File: config.mk
export PLATFORM = sky130hd
export DESIGN_NAME = mem_turnaround_gate
export DESIGN_NICKNAME = d
export VERILOG_FILES = /design/src/rtl/mem_ta_pkg.sv /design/src/rtl/mem_ta_window.sv /design/src/rtl/mem_ta_cmd_reg.sv /design/src/rtl/mem_turnaround_gate.sv
export SDC_FILE = /design/constraint.sdc
export NUM_CORES = 1
export LEC_CHECK = 0
export BUFFER_PORTS_ARGS = -buffer_cell sky130_fd_sc_hd__buf_2
export CORE_UTILIZATION = 48
export CTS_CLUSTER_DIAMETER = 100
export DETAILED_ROUTE_END_ITERATION = 10
export HOLD_SLACK_MARGIN = 0.15
export PLACE_DENSITY = 0.78
export RECOVER_POWER = 25
export SETUP_SLACK_MARGIN = 0.02
export SKIP_LAST_GASP = 1
export SYNTH_ARGS = -nofsm -noshare
export SYNTH_HDL_FRONTEND = slang
export SYNTH_HIERARCHICAL = 1
export SYNTH_SLANG_ARGS = --single-unit
File: constraint.sdc
create_clock -name clk -period 2.4 [get_ports clk]
set_input_delay 0.36 -clock clk [delete_from_list [all_inputs] [get_ports clk]]
set_output_delay 0.36 -clock clk [all_outputs]
set_load 0.02 [all_outputs]
File: src/rtl/mem_ta_pkg.sv
package mem_ta_pkg;

    typedef enum logic [1:0] {
        ST_CALIB = 2'd0,
        ST_OPEN  = 2'd1,
        ST_TURN  = 2'd2
    } gate_state_t;

    function automatic int unsigned max_of(input int unsigned a, input int unsigned b);
        return (a > b) ? a : b;
    endfunction

endpackage

File: src/rtl/mem_ta_window.sv
module mem_ta_window
    import mem_ta_pkg::*;
#(
    parameter int unsigned WR2RD_CYC = 7,
    parameter int unsigned RD2WR_CYC = 2
) (
    input  logic clk,
    input  logic rst_n,
    input  logic issue,
    input  logic issue_rd,
    output logic last_rd,
    output logic expired
);
    localparam int unsigned SPAN  = max_of(max_of(WR2RD_CYC, RD2WR_CYC), 1);
    localparam int unsigned CNT_W = $clog2(SPAN + 1);
    localparam logic [CNT_W-1:0] SPAN_V  = CNT_W'(SPAN);
    localparam logic [CNT_W-1:0] NEED_WR = CNT_W'(WR2RD_CYC);
    localparam logic [CNT_W-1:0] NEED_RD = CNT_W'(RD2WR_CYC);
    localparam logic [CNT_W-1:0] ONE_V   = CNT_W'(1);

    logic [CNT_W-1:0] elapsed_q;
    logic             last_rd_q;
    logic [CNT_W-1:0] need;

    // Cycles since the last issued command, saturating at the longest window.
    always_ff @(posedge clk) begin
        if (!rst_n) begin
            elapsed_q <= SPAN_V;
            last_rd_q <= 1'b0;
        end else if (issue) begin
            elapsed_q <= ONE_V;
            last_rd_q <= issue_rd;
        end else if (elapsed_q < SPAN_V) begin
            elapsed_q <= elapsed_q + ONE_V;
        end
    end

    // A reversal away from a read needs RD2WR; away from a write needs WR2RD.
    always_comb begin
        need    = last_rd_q ? NEED_RD : NEED_WR;
        expired = (elapsed_q >= need);
        last_rd = last_rd_q;
    end

    // a reversed command is never issued inside its window
    assert_reverse_after_window_R6: assert property (@(posedge clk) disable iff (!rst_n)
        (issue && (issue_rd != last_rd_q)) |-> (elapsed_q >= need));

    // every issued command restarts the window
    assert_window_restart_R8: assert property (@(posedge clk) disable iff (!rst_n)
        issue |=> (elapsed_q == ONE_V && last_rd_q == $past(issue_rd)));

endmodule

File: src/rtl/mem_ta_cmd_reg.sv
module mem_ta_cmd_reg #(
    parameter int unsigned BANK_W = 3,
    parameter int unsigned ROW_W  = 14
) (
    input  logic              clk,
    input  logic              rst_n,
    input  logic              load,
    input  logic              in_rd,
    input  logic [BANK_W-1:0] in_bank,
    input  logic [ROW_W-1:0]  in_row,
    input  logic              in_bconf,
    input  logic              in_rconf,
    output logic              out_valid,
    output logic              out_rd,
    output logic [BANK_W-1:0] out_bank,
    output logic [ROW_W-1:0]  out_row,
    output logic              out_bconf,
    output logic              out_rconf
);
    always_ff @(posedge clk) begin
        if (!rst_n) begin
            out_valid <= 1'b0;
            out_rd    <= 1'b0;
            out_bank  <= '0;
            out_row   <= '0;
            out_bconf <= 1'b0;
            out_rconf <= 1'b0;
        end else begin
            out_valid <= load;
            if (load) begin
                out_rd    <= in_rd;
                out_bank  <= in_bank;
                out_row   <= in_row;
                out_bconf <= in_bconf;
                out_rconf <= in_rconf;
            end
        end
    end

    // an accepted request appears with its fields on the next cycle
    assert_cmd_forward_R4: assert property (@(posedge clk) disable iff (!rst_n)
        load |=> (out_valid && out_rd == $past(in_rd) && out_bank == $past(in_bank)
                  && out_row == $past(in_row) && out_bconf == $past(in_bconf)
                  && out_rconf == $past(in_rconf)));

    // no command without a transfer
    assert_cmd_single_R4: assert property (@(posedge clk) disable iff (!rst_n)
        !load |=> !out_valid);

endmodule

File: src/rtl/mem_turnaround_gate.sv
module mem_turnaround_gate
    import mem_ta_pkg::*;
#(
    parameter int unsigned BANK_W    = 3,
    parameter int unsigned ROW_W     = 14,
    parameter int unsigned WR2RD_CYC = 7,
    parameter int unsigned RD2WR_CYC = 2
) (
    input  logic              clk,
    input  logic              rst_n,
    input  logic              init_done,
    input  logic              req_valid,
    input  logic              req_rd_n_wr,
    input  logic [BANK_W-1:0] req_bank,
    input  logic [ROW_W-1:0]  req_row,
    input  logic              req_bank_conflict,
    input  logic              req_row_conflict,
    output logic              req_ready,
    output logic              cmd_valid,
    output logic              cmd_is_read,
    output logic [BANK_W-1:0] cmd_bank,
    output logic [ROW_W-1:0]  cmd_row,
    output logic              cmd_bank_conflict,
    output logic              cmd_row_conflict
);
    gate_state_t state_q, state_d;
    logic        accept;
    logic        last_rd;
    logic        expired;
    logic        calib_seen_q;

    // State register
    always_ff @(posedge clk) begin
        if (!rst_n) state_q <= ST_CALIB;
        else        state_q <= state_d;
    end

    // Next-state logic
    always_comb begin
        state_d = state_q;
        unique case (state_q)
            ST_CALIB: if (init_done) state_d = ST_OPEN;
            ST_OPEN:  if (accept)    state_d = ST_TURN;
            ST_TURN: begin
                if (accept)       state_d = ST_TURN;
                else if (expired) state_d = ST_OPEN;
            end
            default:  state_d = ST_CALIB;
        endcase
    end

    // Output logic
    always_comb begin
        req_ready = 1'b0;
        unique case (state_q)
            ST_CALIB: req_ready = 1'b0;
            ST_OPEN:  req_ready = 1'b1;
            ST_TURN:  req_ready = (req_rd_n_wr == last_rd) || expired;
            default:  req_ready = 1'b0;
        endcase
        accept = req_valid && req_ready;
    end

    mem_ta_window #(
        .WR2RD_CYC (WR2RD_CYC),
        .RD2WR_CYC (RD2WR_CYC)
    ) u_window (
        .clk      (clk),
        .rst_n    (rst_n),
        .issue    (accept),
        .issue_rd (req_rd_n_wr),
        .last_rd  (last_rd),
        .expired  (expired)
    );

    mem_ta_cmd_reg #(
        .BANK_W (BANK_W),
        .ROW_W  (ROW_W)
    ) u_cmd (
        .clk       (clk),
        .rst_n     (rst_n),
        .load      (accept),
        .in_rd     (req_rd_n_wr),
        .in_bank   (req_bank),
        .in_row    (req_row),
        .in_bconf  (req_bank_conflict),
        .in_rconf  (req_row_conflict),
        .out_valid (cmd_valid),
        .out_rd    (cmd_is_read),
        .out_bank  (cmd_bank),
        .out_row   (cmd_row),
        .out_bconf (cmd_bank_conflict),
        .out_rconf (cmd_row_conflict)
    );

    // Sticky record of the completion pulse, used only by the checks below
    always_ff @(posedge clk) begin
        if (!rst_n)         calib_seen_q <= 1'b0;
        else if (init_done) calib_seen_q <= 1'b1;
    end

    // no ready before the completion pulse has been seen
    assert_no_ready_before_init_R1: assert property (@(posedge clk) disable iff (!rst_n)
        !calib_seen_q |-> !req_ready);

    // ready rises right after the first completion pulse
    assert_ready_after_init_R2: assert property (@(posedge clk) disable iff (!rst_n)
        (state_q == ST_CALIB && init_done) |=> req_ready);

    // calibration is never re-entered
    assert_no_recalib_R3: assert property (@(posedge clk) disable iff (!rst_n)
        (state_q != ST_CALIB) |=> (state_q != ST_CALIB));

    // same-direction requests pass once calibrated
    assert_same_dir_open_R5: assert property (@(posedge clk) disable iff (!rst_n)
        (state_q != ST_CALIB && req_rd_n_wr == last_rd) |-> req_ready);

    // the open state is only held while the window is over
    assert_open_means_expired_R6: assert property (@(posedge clk) disable iff (!rst_n)
        (state_q == ST_OPEN) |-> expired);

endmodule

==> results summary <==
Yosys instantiated no cell more often than dfxtp_1. The register-to-register setup slack is 0.15 ns. The number of buffer and inverter instances along the worst setup path came out at 3. The maximum ir drop on the vdd rail is 0.690 mV. Counting cells, the worst reg-to-reg path comes to 10. The final setup skew is 0.00238 ns. The number of vias per cell after detailed routing came out at 4.92. Following the worst setup path forward leads to its endpoint at req_ready. The leakage dissipation is 0.617 nW. STA puts the critical path data required time at 2.04 ns. The flow ran to the end, and the final reports show no timing, DRC or antenna violations. The shortest clock period the worst path allows after layout came out at 2.28 ns.

The starting DRC count in detailed routing is 5. The launching element of the worst setup path is u_window/elapsed_q[0]$_SDFFE_PP1N_. Relative to the synthesized area, the layout overhead comes to 20.2%. Synthesis produced 119 cells. The type of the worst min-delay path is primary input to flip-flop. The number of buffers added to fix hold violations after cts is 0. The leftover overflow at the end of global routing came out at 0. Setup violations remaining at the end of the flow were counted as 0. No sink is reached through more buffers than the 2 on the longest clock path. The final estimated routing congestion in global placement came out at 0.760.

The clock insertion delay at the later pin of the skew report is 0.31 ns. Once detailed placement completed, the half-perimeter wirelength came to 1.69 mm. The worst stage delay on the critical path came out at 0.39 ns. Across every metal layer, demand over resource in global routing totals 0.178. The count of synthesis-stage warnings from yosys came out at 6.

The die is 53.4 µm wide. The pin count of the biggest net entering global routing is 29. The count of vias placed by the detailed router is 964.

When the netlist entered floorplanning its net count stood at 150. The total die area came out at 0.00285 mm². The initial antenna violation count is 0. The die boundary height is 53.4 µm.

The total count of hold-check failures in the final report was 0. Total power for the finished layout comes to 1.48 mW. Setup repair after global routing left no endpoint under its margin. The fraction of layout cells with a size suffix above 1 is 0.289. Each instance of the synthesized netlist takes up on average 10.7 µm².

The proportion of synthesized flip-flops having asynchronous set or reset came out at 0. TritonCTS built the clock tree. The clock-pin transition on the worst setup and hold timing paths came out at 0.14 ns. The count of flip-flops with a built-in enable after synthesis is 0. The cell depth of the worst setup path came out at 9.

The final-layout fill cell count came out at 223. The root buffer cell is clkbuf_4. The number of standard-cell rows in the floorplan is 18. The antenna cell count is 0. The most numerous cell type found on the critical path is inv_1. The number of global-route vias before repair came out at 861. The worst register-to-register path ends at u_cmd/out_row[4]$_SDFFE_PN0P_. The arrival time at the worst endpoint came out at 1.92 ns. The count of buffers inserted at the top-level ports came out at 45. Clock tree synthesis found a total of 27 sinks. For this run, the post-layout net count is 198.

The region available for standard cell placement spans 0.00248 mm². Of the available clock period, the critical path in the final layout requires 0.950. The synthesized design spends more area on one cell type than any other, namely dfxtp_1. The depth of the CTS H-tree came out at 1.

Of the post-synthesis cell area, the dominant cell type holds 0.426. The count of pins on the block boundary is 46. The signal on the critical path passes through inv_1, ha_1, nand2b_1, a31o_2, inv_1, nand2_1, nand2_2, a21boi_1, buf_2. STA classifies the critical path endpoint as a primary output. The initial core utilization came out at 0.512. By area the synthesized netlist is led by dfxtp_1 (43%), mux2i_1 (17%), nor2b_1 (10%).

For the pin with the worst max-slew slack, the measured transition is 0.791 ns. The average detailed-routed wire length per instance came out at 12.6 µm. The final layout contains routed wiring with a total length of 2.47 mm. The count of nets left with antenna violations once routing finished came out at 0. STA classifies the critical path startpoint as a flip-flop. The final-report max-slew violation count is 0.

The number of optimization iterations in the first detailed-route pass is 4. For this run, the register share of the synthesized area comes to 0.426. The largest fanout on the critical path came out at 5. The remaining design rule violation count is 0. The classification of the worst setup path is flip-flop to primary output. By count the netlist is led by dfxtp_1 (27), mux2i_1 (22), nor2b_1 (21). The wire length of the first global-routing pass came out at 3.71 mm. The total clock buffers created by CTS is 3. The power per cell area is 968 mW/mm². The cell area after technology mapping is 0.00127 mm².

The headroom to the max-slew limit came out at 0.473. Among all stages on the critical path, the largest delay is contributed by dfxtp_4. The predominant post-synthesis flop cell is dfxtp_1.

At the end of the flow the core is filled with cells to 0.616. The synthesized design contains 27 register bits. The startpoint identified for the worst register-to-register timing path is u_window/elapsed_q[0]$_SDFFE_PP1N_.

The fmax came out at 438 MHz. The max-capacitance violation count came out at 0. Broken down by cell family, the worst path's largest delay share belongs to flip-flops.

The number of different library cells used by synthesis comes to 27.
worst register-to-register path: cells and delay by family (launching register included):
| family | cells | cell delay [ns] |
|---|---|---|
| AO/OA/AOI/OAI | 2 | 0.81 |
| flip-flops | 1 | 0.39 |
| AND/OR/NAND/NOR | 4 | 0.31 |
| adder cells (fa/ha/maj) | 1 | 0.26 |
| multiplexers | 1 | 0.26 |
| buffers and inverters | 2 | 0.11 |
state kept, by name (all words and copies together), names as in the netlist:
| signal | count |
|---|---|
| state_q | 2 |
| u_cmd/out_bank | 3 |
| u_cmd/out_bconf | 1 |
| u_cmd/out_rconf | 1 |
| u_cmd/out_rd | 1 |
| u_cmd/out_row | 14 |
| u_cmd/out_valid | 1 |
| u_window/elapsed_q | 3 |
| u_window/last_rd | 1 |
power breakdown:
part,total (mW),switching (mW),internal [mW]
Sequential,0.591,0.0617,0.529
Combinational,0.694,0.393,0.301
Clock,0.191,0.126,0.0649
Total,1.48,0.581,0.895
layer usage:
metal	vias to the layer above	GRT usage	part of all wire
met5	-	0	0
met2	29	0.298	0.47
li1	501	-	-
met1	432	0.232	0.47
met3	2	0.0374	0.051
met4	0	0.0395	0.0053
timing repair:
action,CTS,global route
endpoints found under the hold margin,0,0
setup buffers,0,1
pin swaps,1,0
gates cloned,1,0
resized for setup,0,3
setup endpoints to repair,21,12
cells by family after synthesis:
family | after synthesis | synth area share
simple gates | 35 | 0.160
buf+inv | 12 | 0.0671
xor+xnor | 1 | 0.0128
compound gates | 15 | 0.0917
mux | 22 | 0.174
fa+ha+maj | 7 | 0.0690
flops | 27 | 0.426
through the flow:
stage                     hold slack [ns]  TNS [ns]  area, µm²  std cells  worst slack (ns)
after CTS                           0.290   -0.0196       1530        195           -0.0196
after global placement              0.440         0       1490        190            0.0667
after global routing                0.303         0       1530        196            0.0216
final                               0.298         0       1530        196             0.119
after detailed placement            0.458    -0.728       1490        190           -0.0641
after floorplan                     0.425         0       1270        119             0.311
worst min-delay path by stage:
stage,slack [ns],startpoint,depth (start not counted),end
after floorplan,0.42,rst_n,1,u_window/elapsed_q[2]$_SDFFE_PN1P_
after global placement,0.44,u_window/elapsed_q[0]$_SDFFE_PP1N_,1,u_window/elapsed_q[0]$_SDFFE_PP1N_
after detailed placement,0.46,u_window/elapsed_q[0]$_SDFFE_PP1N_,1,u_window/elapsed_q[0]$_SDFFE_PP1N_
after CTS,0.29,req_row[2],3,u_cmd/out_row[2]$_SDFFE_PN0P_
after global routing,0.30,req_row_conflict,3,u_cmd/out_rconf$_SDFFE_PN0P_
final,0.30,req_bank[0],3,u_cmd/out_bank[0]$_SDFFE_PN0P_
placed cells by master, fill, tap and decap left out, types with 2 or more instances in the layout:
cell type,n
mux2i_1,22
nor2_1,2
buf_4,2
a31oi_1,3
nand2_1,5
buf_2,33
inv_1,7
clkbuf_1,13
dfxtp_1,26
a21oi_2,2
nor2b_1,21
ha_1,7
clkbuf_4,3
a21oi_1,3
area by class of cell:
class                           count  area, µm²  area share
Multi-Input combinational cell     81        666       0.436
Sequential cell                    27        544       0.357
Timing Repair Buffer               47        225       0.148
Tap cell                           30       37.5      0.0246
Clock buffer                        4       26.3      0.0172
Inverter                            7       26.3      0.0172
Note: power is estimated with default switching activity, not from simulation.
